File: config.mk
export PLATFORM = sky130hd
export DESIGN_NAME = bcd_rtc
export DESIGN_NICKNAME = d
export VERILOG_FILES = /design/src/rtl/rtc_pkg.sv /design/src/rtl/rtc_rate_gen.sv /design/src/rtl/rtc_alarm_unit.sv /design/src/rtl/rtc_time_chain.sv /design/src/rtl/bcd_rtc.sv
export SDC_FILE = /design/constraint.sdc
export NUM_CORES = 1
export LEC_CHECK = 0
export BUFFER_PORTS_ARGS = -buffer_cell sky130_fd_sc_hd__buf_2
export CAP_MARGIN = 20
export CORE_ASPECT_RATIO = 0.7
export CORE_MARGIN = 4
export CORE_UTILIZATION = 40
export DETAILED_ROUTE_END_ITERATION = 10
export GPL_TIMING_DRIVEN = 0
export PLACE_DENSITY = 0.66
export SLEW_MARGIN = 20
export SYNTH_ARGS = -nofsm -noshare
export SYNTH_HDL_FRONTEND = slang
export SYNTH_SLANG_ARGS = --single-unit
File: constraint.sdc
create_clock -name clk -period 3.3 [get_ports clk]
set_clock_uncertainty 0.05 [all_clocks]
set_input_delay 0.825 -clock clk [delete_from_list [all_inputs] [get_ports clk]]
set_output_delay 0.825 -clock clk [all_outputs]
set_load 0.02 [all_outputs]
File: src/rtl/rtc_pkg.sv
`timescale 1ns/1ps
package rtc_pkg;

    localparam int DATA_W = 16;
    localparam int ADDR_W = 4;
    localparam int PRE_W  = 10;
    localparam int RATE_W = 4;

    typedef enum logic [ADDR_W-1:0] {
        REG_MS     = 4'd0,
        REG_SEC    = 4'd1,
        REG_MIN    = 4'd2,
        REG_HOUR   = 4'd3,
        REG_DAY    = 4'd4,
        REG_MON    = 4'd5,
        REG_YEAR   = 4'd6,
        REG_AL_MS  = 4'd7,
        REG_AL_SEC = 4'd8,
        REG_AL_MIN = 4'd9,
        REG_AL_HR  = 4'd10,
        REG_AL_DAY = 4'd11,
        REG_CTRL   = 4'd12,
        REG_STAT   = 4'd13
    } reg_addr_e;

    typedef struct packed {
        logic [15:0] year;
        logic [7:0]  month;
        logic [7:0]  day;
        logic [7:0]  hour;
        logic [7:0]  minute;
        logic [7:0]  sec;
        logic [11:0] ms;
    } rtc_time_t;

    typedef struct packed {
        logic [15:0] year;
        logic [7:0]  month;
        logic [7:0]  day;
        logic [7:0]  hour;
        logic [7:0]  minute;
        logic [7:0]  sec;
    } rtc_snap_t;

    typedef struct packed {
        logic [7:0]  day;
        logic [7:0]  hour;
        logic [7:0]  minute;
        logic [7:0]  sec;
        logic [11:0] ms;
    } rtc_alarm_t;

    localparam rtc_time_t TIME_AT_RESET = '{year: 16'h2000, month: 8'h01, day: 8'h01,
                                            hour: 8'h00, minute: 8'h00, sec: 8'h00,
                                            ms: 12'h000};

    localparam rtc_snap_t SNAP_AT_RESET = '{year: 16'h2000, month: 8'h01, day: 8'h01,
                                            hour: 8'h00, minute: 8'h00, sec: 8'h00};

    localparam rtc_alarm_t ALARM_AT_RESET = '{day: 8'h01, hour: 8'h00, minute: 8'h00,
                                              sec: 8'h00, ms: 12'h000};

    // Four-digit BCD increment; the carry out of the top digit is dropped.
    function automatic logic [15:0] bcd_inc(input logic [15:0] v);
        logic [15:0] r;
        logic        c;
        r = v;
        c = 1'b1;
        for (int i = 0; i < 4; i++) begin
            if (c) begin
                if (r[4*i +: 4] == 4'd9) begin
                    r[4*i +: 4] = 4'd0;
                end else begin
                    r[4*i +: 4] = r[4*i +: 4] + 4'd1;
                    c = 1'b0;
                end
            end
        end
        return r;
    endfunction

    // Leap test on BCD digits: a two-digit number 10a+b is a multiple of 4
    // exactly when 2a+b is; a year ending in 00 defers to the upper pair.
    function automatic logic bcd_leap(input logic [15:0] yr);
        logic [4:0] s;
        if (yr[7:0] != 8'h00) s = {yr[7:4], 1'b0} + {1'b0, yr[3:0]};
        else                  s = {yr[15:12], 1'b0} + {1'b0, yr[11:8]};
        return s[1:0] == 2'b00;
    endfunction

    function automatic logic [7:0] bcd_last_day(input logic [7:0] mon, input logic [15:0] yr);
        case (mon)
            8'h02:                      return bcd_leap(yr) ? 8'h29 : 8'h28;
            8'h04, 8'h06, 8'h09, 8'h11: return 8'h30;
            default:                    return 8'h31;
        endcase
    endfunction

endpackage

File: src/rtl/rtc_rate_gen.sv
`timescale 1ns/1ps
module rtc_rate_gen
    import rtc_pkg::*;
#(
    parameter int DIV_W = PRE_W,
    parameter int SEL_W = RATE_W
) (
    input  logic             clk,
    input  logic             rst,
    input  logic             rate_tick,
    input  logic             restart,
    input  logic [SEL_W-1:0] rate_sel,
    output logic             pulse
);

    localparam logic [DIV_W-1:0] ALL_ONES = {DIV_W{1'b1}};

    logic [DIV_W-1:0] cnt;
    logic [DIV_W-1:0] mask;
    logic             sel_ok;
    logic             fire;

    // Code n gives a window of DIV_W-n low bits, i.e. one pulse per 2^(DIV_W-n) ticks.
    assign mask   = ALL_ONES >> rate_sel;
    assign sel_ok = 32'(rate_sel) < 32'(DIV_W);
    assign fire   = rate_tick && !restart && sel_ok && ((cnt & mask) == mask);

    always_ff @(posedge clk) begin
        if (rst) begin
            cnt   <= '0;
            pulse <= 1'b0;
        end else begin
            pulse <= fire;
            if (restart)        cnt <= '0;
            else if (rate_tick) cnt <= cnt + 1'b1;
        end
    end

endmodule

File: src/rtl/rtc_alarm_unit.sv
`timescale 1ns/1ps
module rtc_alarm_unit
    import rtc_pkg::*;
(
    input  logic       clk,
    input  logic       rst,
    input  logic       enable,
    input  logic       clear,
    input  rtc_time_t  now,
    input  rtc_alarm_t target,
    output logic       flag,
    output logic       irq
);

    logic match;
    logic match_d;
    logic fire;

    assign match = (now.day == target.day) && (now.hour == target.hour) &&
                   (now.minute == target.minute) && (now.sec == target.sec) &&
                   (now.ms == target.ms);

    // Only the first cycle of a match counts.
    assign fire = enable && match && !match_d;

    always_ff @(posedge clk) begin
        if (rst) begin
            match_d <= 1'b0;
            irq     <= 1'b0;
            flag    <= 1'b0;
        end else begin
            match_d <= match;
            irq     <= fire;
            if (fire)       flag <= 1'b1;
            else if (clear) flag <= 1'b0;
        end
    end

endmodule

File: src/rtl/rtc_time_chain.sv
`timescale 1ns/1ps
module rtc_time_chain
    import rtc_pkg::*;
(
    input  logic              clk,
    input  logic              rst,
    input  logic              tick,
    input  logic              ld_en,
    input  reg_addr_e         ld_sel,
    input  logic [DATA_W-1:0] ld_val,
    output rtc_time_t         now
);

    rtc_time_t   cur;
    rtc_time_t   nxt;
    logic [15:0] inc_ms, inc_sec, inc_min, inc_hour, inc_day, inc_mon, inc_year;
    logic [7:0]  last_day;
    logic        w_ms, w_sec, w_min, w_hour, w_day, w_mon;

    always_comb begin
        inc_ms   = bcd_inc({4'h0, cur.ms});
        inc_sec  = bcd_inc({8'h00, cur.sec});
        inc_min  = bcd_inc({8'h00, cur.minute});
        inc_hour = bcd_inc({8'h00, cur.hour});
        inc_day  = bcd_inc({8'h00, cur.day});
        inc_mon  = bcd_inc({8'h00, cur.month});
        inc_year = bcd_inc(cur.year);
        last_day = bcd_last_day(cur.month, cur.year);

        w_ms   = cur.ms == 12'h999;
        w_sec  = w_ms   && (cur.sec == 8'h59);
        w_min  = w_sec  && (cur.minute == 8'h59);
        w_hour = w_min  && (cur.hour == 8'h23);
        w_day  = w_hour && (cur.day >= last_day);
        w_mon  = w_day  && (cur.month == 8'h12);

        nxt    = cur;
        nxt.ms = w_ms ? 12'h000 : inc_ms[11:0];
        if (w_ms)   nxt.sec    = w_sec  ? 8'h00 : inc_sec[7:0];
        if (w_sec)  nxt.minute = w_min  ? 8'h00 : inc_min[7:0];
        if (w_min)  nxt.hour   = w_hour ? 8'h00 : inc_hour[7:0];
        if (w_hour) nxt.day    = w_day  ? 8'h01 : inc_day[7:0];
        if (w_day)  nxt.month  = w_mon  ? 8'h01 : inc_mon[7:0];
        if (w_mon)  nxt.year   = (cur.year == 16'h9999) ? 16'h0001 : inc_year;
    end

    always_ff @(posedge clk) begin
        if (rst) begin
            cur <= TIME_AT_RESET;
        end else if (ld_en) begin
            if (ld_sel == REG_MS) begin
                cur.ms <= ld_val[11:0];
            end else begin
                cur.ms <= 12'h000;
                case (ld_sel)
                    REG_SEC:  cur.sec    <= ld_val[7:0];
                    REG_MIN:  cur.minute <= ld_val[7:0];
                    REG_HOUR: cur.hour   <= ld_val[7:0];
                    REG_DAY:  cur.day    <= ld_val[7:0];
                    REG_MON:  cur.month  <= ld_val[7:0];
                    REG_YEAR: cur.year   <= ld_val;
                    default:  ;
                endcase
            end
        end else if (tick) begin
            cur <= nxt;
        end
    end

    assign now = cur;

endmodule

File: src/rtl/bcd_rtc.sv
`timescale 1ns/1ps
module bcd_rtc
    import rtc_pkg::*;
(
    input  logic              clk,
    input  logic              rst,
    input  logic              ms_tick,
    input  logic              rate_tick,
    input  logic              wr_en,
    input  logic              rd_en,
    input  logic [ADDR_W-1:0] addr,
    input  logic [DATA_W-1:0] wdata,
    output logic [DATA_W-1:0] rdata,
    output logic              alarm_irq,
    output logic              alarm_flag,
    output logic              periodic_irq,
    output logic [15:0]       now_year,
    output logic [7:0]        now_month,
    output logic [7:0]        now_day,
    output logic [7:0]        now_hour,
    output logic [7:0]        now_min,
    output logic [7:0]        now_sec,
    output logic [11:0]       now_ms
);

    reg_addr_e         a_sel;
    rtc_time_t         now;
    rtc_snap_t         shadow;
    rtc_alarm_t        alm;
    logic              ctrl_en;
    logic [RATE_W-1:0] ctrl_rate;
    logic [DATA_W-1:0] rd_mux;
    logic              wr_time;
    logic              flag_clr;
    logic              rate_restart;

    assign a_sel        = reg_addr_e'(addr);
    assign wr_time      = wr_en && (a_sel inside {REG_MS, REG_SEC, REG_MIN, REG_HOUR,
                                                  REG_DAY, REG_MON, REG_YEAR});
    assign flag_clr     = wr_en && (a_sel == REG_STAT) && wdata[0];
    assign rate_restart = wr_en && (a_sel == REG_CTRL);

    rtc_time_chain u_chain (
        .clk    (clk),
        .rst    (rst),
        .tick   (ms_tick),
        .ld_en  (wr_time),
        .ld_sel (a_sel),
        .ld_val (wdata),
        .now    (now)
    );

    rtc_alarm_unit u_alarm (
        .clk    (clk),
        .rst    (rst),
        .enable (ctrl_en),
        .clear  (flag_clr),
        .now    (now),
        .target (alm),
        .flag   (alarm_flag),
        .irq    (alarm_irq)
    );

    rtc_rate_gen #(
        .DIV_W (PRE_W),
        .SEL_W (RATE_W)
    ) u_rate (
        .clk       (clk),
        .rst       (rst),
        .rate_tick (rate_tick),
        .restart   (rate_restart),
        .rate_sel  (ctrl_rate),
        .pulse     (periodic_irq)
    );

    always_comb begin
        case (a_sel)
            REG_MS:     rd_mux = {4'h0, now.ms};
            REG_SEC:    rd_mux = {8'h00, shadow.sec};
            REG_MIN:    rd_mux = {8'h00, shadow.minute};
            REG_HOUR:   rd_mux = {8'h00, shadow.hour};
            REG_DAY:    rd_mux = {8'h00, shadow.day};
            REG_MON:    rd_mux = {8'h00, shadow.month};
            REG_YEAR:   rd_mux = shadow.year;
            REG_AL_MS:  rd_mux = {4'h0, alm.ms};
            REG_AL_SEC: rd_mux = {8'h00, alm.sec};
            REG_AL_MIN: rd_mux = {8'h00, alm.minute};
            REG_AL_HR:  rd_mux = {8'h00, alm.hour};
            REG_AL_DAY: rd_mux = {8'h00, alm.day};
            REG_CTRL:   rd_mux = {8'h00, ctrl_rate, 3'b000, ctrl_en};
            REG_STAT:   rd_mux = {15'h0000, alarm_flag};
            default:    rd_mux = '0;
        endcase
    end

    always_ff @(posedge clk) begin
        if (rst) begin
            alm       <= ALARM_AT_RESET;
            ctrl_en   <= 1'b0;
            ctrl_rate <= '1;
            shadow    <= SNAP_AT_RESET;
            rdata     <= '0;
        end else begin
            if (wr_en) begin
                case (a_sel)
                    REG_AL_MS:  alm.ms     <= wdata[11:0];
                    REG_AL_SEC: alm.sec    <= wdata[7:0];
                    REG_AL_MIN: alm.minute <= wdata[7:0];
                    REG_AL_HR:  alm.hour   <= wdata[7:0];
                    REG_AL_DAY: alm.day    <= wdata[7:0];
                    REG_CTRL: begin
                        ctrl_en   <= wdata[0];
                        ctrl_rate <= wdata[7:4];
                    end
                    default: ;
                endcase
            end
            if (rd_en) begin
                rdata <= rd_mux;
                if (a_sel == REG_MS) begin
                    shadow <= '{year: now.year, month: now.month, day: now.day,
                                hour: now.hour, minute: now.minute, sec: now.sec};
                end
            end
        end
    end

    assign now_year  = now.year;
    assign now_month = now.month;
    assign now_day   = now.day;
    assign now_hour  = now.hour;
    assign now_min   = now.minute;
    assign now_sec   = now.sec;
    assign now_ms    = now.ms;

endmodule

## After elaboration in Yosys (flattened, before gate mapping)

Cells that the tools add are included.
W data, S select, Z words.

- Bits in latches: 0
- Memory bits (read-only): 0
- Bits in writable memories: 0
- Register bits after elaboration: 203
- Memories kept: 0
- Output and inout port bits: 87
- Logic and storage cells: 251

- Reduce and logical (&&, ||, !) cells: 67
- Equal/unequal tests: 54
- Shift-type cells: 1
- Bitwise gates (word level): 1
- Div/mod/pow operators: 0
- Magnitude comparators: 2
- $add $sub $neg: 20
- Mux-type cells: 70
- $mul: 0

Operators with widths:

| operator | number |
|---|---|
| $pmux W16 S14 | 1 |
| $mux W68 | 2 |
| $mux W8 | 15 |
| $mux W4 | 27 |
| $eq A4 B4 Y1 const B | 23 |
| $add A4 B1 Y4 const B | 17 |
| $mux W56 | 1 |
| $mux W16 | 3 |
| $reduce_and A5 Y1 | 8 |
| $eq A8 B8 Y1 | 4 |
| $reduce_bool A3 Y1 | 10 |
| $mux W12 | 2 |
| $reduce_and A4 Y1 | 6 |
| $logic_and A1 B1 Y1 | 18 |
| $reduce_and A2 Y1 | 9 |
| $eq A16 B16 Y1 const B | 1 |
| $eq A4 B3 Y1 const B | 4 |
| $eq A8 B3 Y1 const B | 2 |
| $eq A8 B5 Y1 const B | 2 |
| $eq A8 B7 Y1 const B | 2 |
| $mux W1 | 16 |
| $pmux W8 S2 | 1 |
| $reduce_bool A2 Y1 | 8 |
| $ne A2 B2 Y1 const B | 7 |
| other kinds (22) | 26 |

## Longest topological paths before layout

Gate-level depths: netlist of the first run.

- Word-level depth: 13
- Gate-level depth with buffers: 15
- Gate-level depth less buffers: 14

## Hierarchy

Synthesis of the first run repeated with hierarchy kept, for this count alone.

- Cells, all modules: 1384
- Area, all modules: 11310.8 µm²

By module, submodules not included:

| module | area an instance (µm²) | cells an instance | instances | seq. area each (µm²) |
|---|---|---|---|---|
| bcd_rtc | 5446.5 | 653 | 1 | 2422.3 |
| rtc_time_chain | 4669.5 | 595 | 1 | 1361.3 |
| rtc_alarm_unit | 615.6 | 70 | 1 | 60.1 |
| rtc_rate_gen | 579.3 | 66 | 1 | 220.2 |

## Worst setup path after synthesis of the first run

OpenSTA, ideal clock, no wires.

- Path type: register -> register
- Start: register u_chain.cur, in the netlist u_chain.now[52]
- End: register u_chain.cur, in the netlist u_chain.now[57]
- Data arrival time: 3.093 ns
- Cell stages (with the launch flop): 16
- Required time: 3.164 ns
- Setup slack: 0.071 ns
- Clock period less this slack: 3.229 ns
- Path buffers: 1
- Cells stage by stage: dfxtp_1 inv_1 ha_1 nand3_1 nor3_1 a31o_2 a31oi_1 o22ai_1 ha_1 nor4b_1 o211a_1 nor4_2 buf_2 o211ai_1 a221oi_1 a211oi_1

- Cells in the longest elaborated chain, start to end: 11
- Elaborated cells between the ends (all ways): 20
- Those cells by class: 1 x add/sub; 1 x order compare; 2 x eq/ne; 9 x mux; 7 x reduce/logical

Ends and longest elaborated chain:

| what | RTL line | text |
|---|---|---|
| start, declared | rtc_time_chain.sv:14 | `rtc_time_t cur;` |
| start signal, assigned | rtc_time_chain.sv:66 | `cur <= nxt;` |
| $add A2 B2 Y2 / $reduce_bool A8 Y1 (equally long branches) | rtc_pkg.sv:86 | `if (yr[7:0] != 8'h00) s = {yr[7:4], 1'b0} + {1'b0, yr[3:0]};` |
| $mux W2 | rtc_pkg.sv:86 |  |
| $mux W2 | rtc_pkg.sv:92 | `case (mon)` |
| $logic_not A2 Y1 | rtc_pkg.sv:88 | `return s[1:0] == 2'b00;` |
| $mux W1 | rtc_pkg.sv:93 | `8'h02: return bcd_leap(yr) ? 8'h29 : 8'h28;` |
| $pmux W8 S2 | rtc_pkg.sv:92 |  |
| $ge A8 B8 Y1 | rtc_time_chain.sv:34 | `w_day = w_hour && (cur.day >= last_day);` |
| $logic_and A1 B1 Y1 | rtc_time_chain.sv:34 |  |
| $logic_and A1 B1 Y1 | rtc_time_chain.sv:35 | `w_mon = w_day && (cur.month == 8'h12);` |
| $reduce_bool A2 Y1 (no source line) | - |  |
| $reduce_and A5 Y1 (no source line) | - |  |

Several ways; a longest one is shown, not always the timed one. The select of a mux whose other input is x is not followed.
A chain may end at the register's enable or synchronous reset.

## Worst setup path in the final report of the first run

- Start: register u_chain.cur, in the netlist u_chain.now[59]
- End: register u_chain.cur, in the netlist u_chain.now[57]

- Cells in the longest elaborated chain, start to end: 11
- Elaborated cells between the ends (all ways): 20
- Those cells by class: 1 x order compare; 2 x eq/ne; 10 x mux; 7 x reduce/logical

Ends and longest elaborated chain:

| what | RTL line |
|---|---|
| $reduce_bool A8 Y1 | rtc_pkg.sv:86 |
| $mux W2 | rtc_pkg.sv:86 |
| $mux W2 | rtc_pkg.sv:92 |
| $logic_not A2 Y1 | rtc_pkg.sv:88 |
| $mux W1 | rtc_pkg.sv:93 |
| $pmux W8 S2 | rtc_pkg.sv:92 |
| $ge A8 B8 Y1 | rtc_time_chain.sv:34 |
| $logic_and A1 B1 Y1 | rtc_time_chain.sv:34 |
| $logic_and A1 B1 Y1 | rtc_time_chain.sv:35 |
| $reduce_bool A2 Y1 (no source line) | - |
| $reduce_and A5 Y1 (no source line) | - |

Several ways; a longest one is shown, not always the timed one. The select of a mux whose other input is x is not followed.

==> results.md, run 1 <==
- Outcome: complete, but fails checks
- Failing checks: setup timing
- Final Core Density: 0.4899
- Overall Power: 5.965 mW
- Max Cap Violations: 0
- Post-Syn Instances: 1,415
- Hold-fix buffers, CTS: 0
- Initial antenna violation count: 2
- Pre-CTS setup slack: -0.5531 ns
- Min-delay worst type: register to register
- Syn_area_per_cell: around 7.8 µm²
- Area after DPL: 12,020 µm²
- Vias: approximately 12,000
- WL/cell: ~27 µm
- Crit path kind: register to register
- Hold Slack: 0.4004 ns
- H-tree depth: 1
- Max Clk Rate: 290.7 MHz
- GPL Wtd Cong: approximately 1.1
- Seq. cell area: 4089 µm²
- P&R area growth vs syn: 19.56%
- Adder-Cell Fraction of Synth Area: 0.03510
- Num rows: 50
- Crit Path Max Fanout: 8
- Simple-gate area share of the yosys netlist: 0.2321
- Max clock buf depth: 3
- Period utilization: 1.042
- Setup ws final: -0.1402 ns
- Area leader, netlist: dfxtp_1
- CTS tree: yes
- First-pass GRT wire length: approximately 74 mm
- Setup violations, final: 13
- Post-Synth XOR/XNOR Area: 0.04835
- DIE HEIGHT: between 100 and 150 µm
- Layout Nets: between 1,500 and 2,000
- Period minus WS final: about 3.4 ns
- Post-route insts no fill: 1,937
- Crit-path slowest cell: dfxtp_4
- Dpl hpwl: about 38 mm
- Reg clk slew, reported paths: approximately 0.070 ns
- Setup TNS: -0.8644 ns
- Critical Path End Type: register
- Core Area: 26,960 µm²
- Number of fill cells: ~2,700
- Most frequent cells after synthesis: 225 x nand2_1, 203 x dfxtp_1, 152 x a21oi_1, 98 x nor2_1, 77 x o21ai_0
- Synth Area in Compound Gates: 0.2243
- Initial core utilization: 0.4098
- Most frequent CP cell: nor4_4
- Relative slew slack: 0.2432
- Layout cell share with drive strength beyond 1: 0.1533
- Final instance area: roughly 13,000 µm²
- Detailed Route Iter0 Violations: about 1,600
- Pwr dens: 451.6 nW/µm²
- Synth unique cells: just over 70
- Top post-synthesis cells by area: dfxtp_1 37%, nand2_1 7.6%, a21oi_1 6.9%
- Drt via density: between 6 and 7
- Synthesized flop and latch total: 203
- Vias in the first global route: 10,800
- GR Util All Layers: 0.3276
- Final ANT Viol Nets: 0
- Worst slew pin tran: around 1.1 ns
- Post-Route WL: a little over 50 mm
- PortBufs: 103
- Multi-input gate area: approximately 6700 µm²
- Largest net degree at the start of global routing: 14
- Synth Flop Type: dfxtp_1
- Die ar.: a little over 30,000 µm²
- Most common cell in the netlist: nand2_1
- DRT Pass-1 Iters: 6
- R2R setup slack: -0.14 ns
- Insertion delay to the later sink of the worst-skew pair: between 0.5 and 0.6 ns
- Async S/R FF share, synth: 0
- Die width: roughly 210 µm
- Root buffer cell: clkbuf_16
- Count of flip-flops with a built-in enable after synthesis: 0
- Io pins: 113
- Register area share after synthesis: 0.3678
- Critical Path AT: around 3.8 ns
- Final hold vios: 0
- Synth top area share: 0.3678
- Syn Nets: ~1,500
- Critical path data required time: 3.61 ns
- DR DRC count: 0
- Synth warn: 0
- Main combinational cell family by area after synthesis: simple AND/OR/NAND/NOR gates
- CP Launch Type: register
- CTS Buf Count: 23
- Overflow after GRT: 0
- Area of the mapped netlist: ~11,000 µm²
- Maximum VDD drop: roughly 0.36 mV
- CTS Sinks: between 200 and 250
- RSZ-0062 raised after global routing: true
- CP cell instances: nor4_4 > nand3_2 > a31o_4 > a31oi_1 > o22ai_1 > ha_2 > nor4b_4 > o211a_4 > nor4_4 > buf_6 > o211ai_1 > buf_4 > a221oi_2 > a211oi_2
- Lkg Pwr: 5.210 nW
- Mux share of post-synthesis cell area: 0.04292
- Placed insts: roughly 1,900
- Final Slew Violations: 0
- Max incr delay on CP: around 0.38 ns
==> flip-flops by register name, indices dropped and copies added (netlist names) <==
signal and cells:
ctrl_rate 4, u_chain.now 68, alm 44, shadow 56, u_rate.pulse 1, u_alarm.irq 1
rdata 16, u_rate.cnt 10, u_alarm.match_d 1, u_alarm.flag 1, ctrl_en 1
==> layout make-up <==
type | count | area share
clock inverters | 9 | 0.01118
inverters | 37 | 0.01051
clock buffers | 31 | 0.05039
multi-input cells | 1072 | 0.5045
flip-flops and latches | 203 | 0.3095
well taps | 364 | 0.03448
diodes | 1 | 0.0001894
repair buffers | 119 | 0.04812
plain buffers | 101 | 0.03116
==> critical path: cells and delay by family (launching register included) <==
kind	cells	cell delay, ns
and+or+nand+nor	4	0.85
buffers and inverters	2	0.41
DFF	1	0.38
AOI/OAI and AO/OA	7	1.20
adders and majority gates	1	0.36
==> where the power goes <==
part	total, mW	leakage (nW)	internal, mW	switching, mW
logic	0.603	3.16	0.157	0.446
clock network	2.83	0.401	1.72	1.11
registers	2.53	1.65	2.48	0.0574
==> path summary, 6_finish.rpt <==
check / to / cells after the start / from
setup / recovery: u_chain.now[57] / 14 / u_chain.now[59]
hold / removal: rdata[0] / 2 / rdata[0]
setup reg to reg: u_chain.now[57] / 14 / u_chain.now[59]
hold reg to reg: rdata[0] / 2 / rdata[0]
==> per-layer routing <==
layer	track usage	part of all wire	vias up
met2	0.4470	0.39	769
met5	0	0.00019	-
met1	0.4995	0.44	5810
li1	-	-	5336
met4	0.08444	0.035	2
met3	0.09598	0.13	125
==> placed cells by master (no fill, tap or decap), types with 11 or more instances in the layout <==
master     count
a211oi_1      16
a21oi_1      147
a22oi_1       19
a31oi_1       18
and3_1        15
buf_1         14
buf_2        114
buf_4         18
clkbuf_1      72
clkbuf_16     23
dfxtp_1      193
ha_1          29
inv_1         35
mux2i_1       35
nand2_1      225
nand3_1       44
nand4_1       11
nor2_1        98
nor2b_1       20
nor3_1        37
nor4_1        12
o21ai_0       73
xnor2_1       11
xor2_1        50
==> repair_timing <==
item                       CTS  global route
setup buffers                4            12
pin swaps                    2            31
setup endpoints to repair   28            39
gates resized for setup     15            57
cloned                       0             0
==> kinds of logic (layout without fill, tap and decap cells) <==
group,count (synthesis),count (layout)
muxes,44,44
AOI/OAI and AO/OA,399,399
xor gates and xnor gates,61,61
other,0,1
DFF,203,203
buffers and inverters,140,297
and+or+nand+nor,537,537
adders and majority gates,31,31
(Power assumes the default switching activity.)
==> run 2: changes to the inputs <==
Settings changed: PLACE_DENSITY 0.66 to 0.69.
==> results.md, run 2 (synthesis gave the netlist of run 1 again) <==
- GR Util All Layers: 0.3263
- Commonest non-fill, non-tap cells in the layout: 225 x nand2_1, 192 x dfxtp_1, 149 x a21oi_1, 114 x buf_2, 97 x nor2_1
- Period utilization: 1.030
- Setup TNS: -0.8913 ns
- P&R area growth vs syn: 19.22%
- Max clock buf depth: 3
- Setup violations, final: 17
- Worst slew pin tran: 1.240 ns
- Hold Slack: approximately 0.40 ns
- Insertion delay to the later sink of the worst-skew pair: around 0.54 ns
- Period minus WS final: roughly 3.4 ns
- Final Slew Violations: 0
- Placed insts: around 1,900
- Pre-CTS setup slack: -0.6735 ns
- Root buffer cell: clkbuf_16
- Max incr delay on CP: between 0.3 and 0.4 ns
- Area after DPL: approximately 12,000 µm²
- PortBufs: 103
- Overall Power: about 5.8 mW
- Reg clk slew, reported paths: approximately 0.06 ns
- Multi-input gate area: 6688 µm²
- RSZ-0062 raised after global routing: true
- Max Cap Violations: 0
- Core Area: about 27,000 µm²
- First-pass GRT wire length: around 74 mm
- Maximum VDD drop: around 0.4 mV
- Critical Path AT: approximately 3.8 ns
- Dpl hpwl: 38.28 mm
- DR DRC count: 0
- Critical Path End Type: register
- Critical path data required time: 3.69 ns
- Overflow after GRT: 0
- CP cell instances: nor4_4 > nand3_2 > a31o_4 > a31oi_4 > o22ai_2 > ha_2 > nor4b_2 > o211a_2 > nor4_4 > buf_6 > o211ai_1 > buf_4 > buf_4 > a211oi_2
- CP Launch Type: register
- Crit Path Max Fanout: 7
- Outcome: complete, but fails checks
- Layout cell share with drive strength beyond 1: 0.1534
- GPL Wtd Cong: 1.041
- Final Core Density: 0.4885
- Die ar.: between 30,000 and 40,000 µm²
- Pwr dens: 437.3 nW/µm²
- Vias: 12,090
- Number of fill cells: around 2,700
- Final ANT Viol Nets: 0
- Crit path kind: register to register
- Layout Nets: approximately 1,600
- CTS tree: yes
- WL/cell: about 27 µm
- Initial core utilization: 0.4098
- Min-delay worst type: register to register
- Commonest non-fill, non-tap cell in the layout: nand2_1
- CTS Buf Count: 23
- Io pins: ~110
- DRT Pass-1 Iters: 8
- Relative slew slack: 0.1735
- Crit-path slowest cell: dfxtp_4
- Final hold vios: 0
- Ant diodes: 0
- Setup ws final: -0.09891 ns
- Post-Route WL: just over 50 mm
- Lkg Pwr: about 5.2 nW
- Seq. cell area: 4093 µm²
- Detailed Route Iter0 Violations: around 1,700
- Final instance area: around 13,000 µm²
- Post-route insts no fill: between 1,500 and 2,000
- Num rows: 50
- Drt via density: 6.246
- Vias in the first global route: roughly 11,000
- CTS Sinks: 203
- Largest net degree at the start of global routing: 14
- Initial antenna violation count: 0
- H-tree depth: 1
- Max FFs per register: 68
- Die width: about 210 µm
- Failing checks: setup timing
- Max Clk Rate: roughly 290 MHz
- DIE HEIGHT: between 100 and 150 µm
## run 2: area by class of cell
cell class,count,area share
buffer,101,0.03144
clock inverter,7,0.005224
inverter,37,0.01054
sequential,203,0.3107
tap,364,0.03457
multi-input combinational,1072,0.5077
timing repair buffer,117,0.04768
clock buffer,34,0.05215
## run 2: power by group
group | internal [mW] | switching, mW | total (mW) | leakage, nW
Clock | 1.52 | 1.10 | 2.62 | 0.369
Combinational | 0.157 | 0.452 | 0.609 | 3.17
Sequential | 2.48 | 0.0549 | 2.53 | 1.65
## run 2: path summary, 6_finish.rpt
path	startpoint	slack, ns	depth (start not counted)	endpoint
setup / recovery	u_chain.now[58]	-0.1	14	u_chain.now[56]
hold / removal	rdata[0]	0.40	2	rdata[0]
setup reg to reg	u_chain.now[58]	-0.1	14	u_chain.now[56]
hold reg to reg	rdata[0]	0.40	2	rdata[0]
## run 2: critical path: cells and delay by family, from the launching register on
family                     cells  cell delay (ns)
and+or+nand+nor                4             0.82
AOI/OAI and AO/OA              6             1.16
DFF                            1             0.38
adders and majority gates      1             0.35
buffers and inverters          3             0.55
## run 2: routing by layer
layer | vias to the layer above | GRT usage | part of all wire
met2 | 907 | 0.4346 | 0.39
li1 | 5331 | - | -
met3 | 112 | 0.1022 | 0.15
met4 | 0 | 0.09209 | 0.033
met5 | - | 0 | 0
met1 | 5736 | 0.4992 | 0.43
## run 2: repair_timing
action | in CTS | in global routing
hold buffers | 0 | 0
buffers inserted | 5 | 9
endpoints found under the setup margin | 30 | 53
pin swaps | 2 | 20
resized for setup | 14 | 65
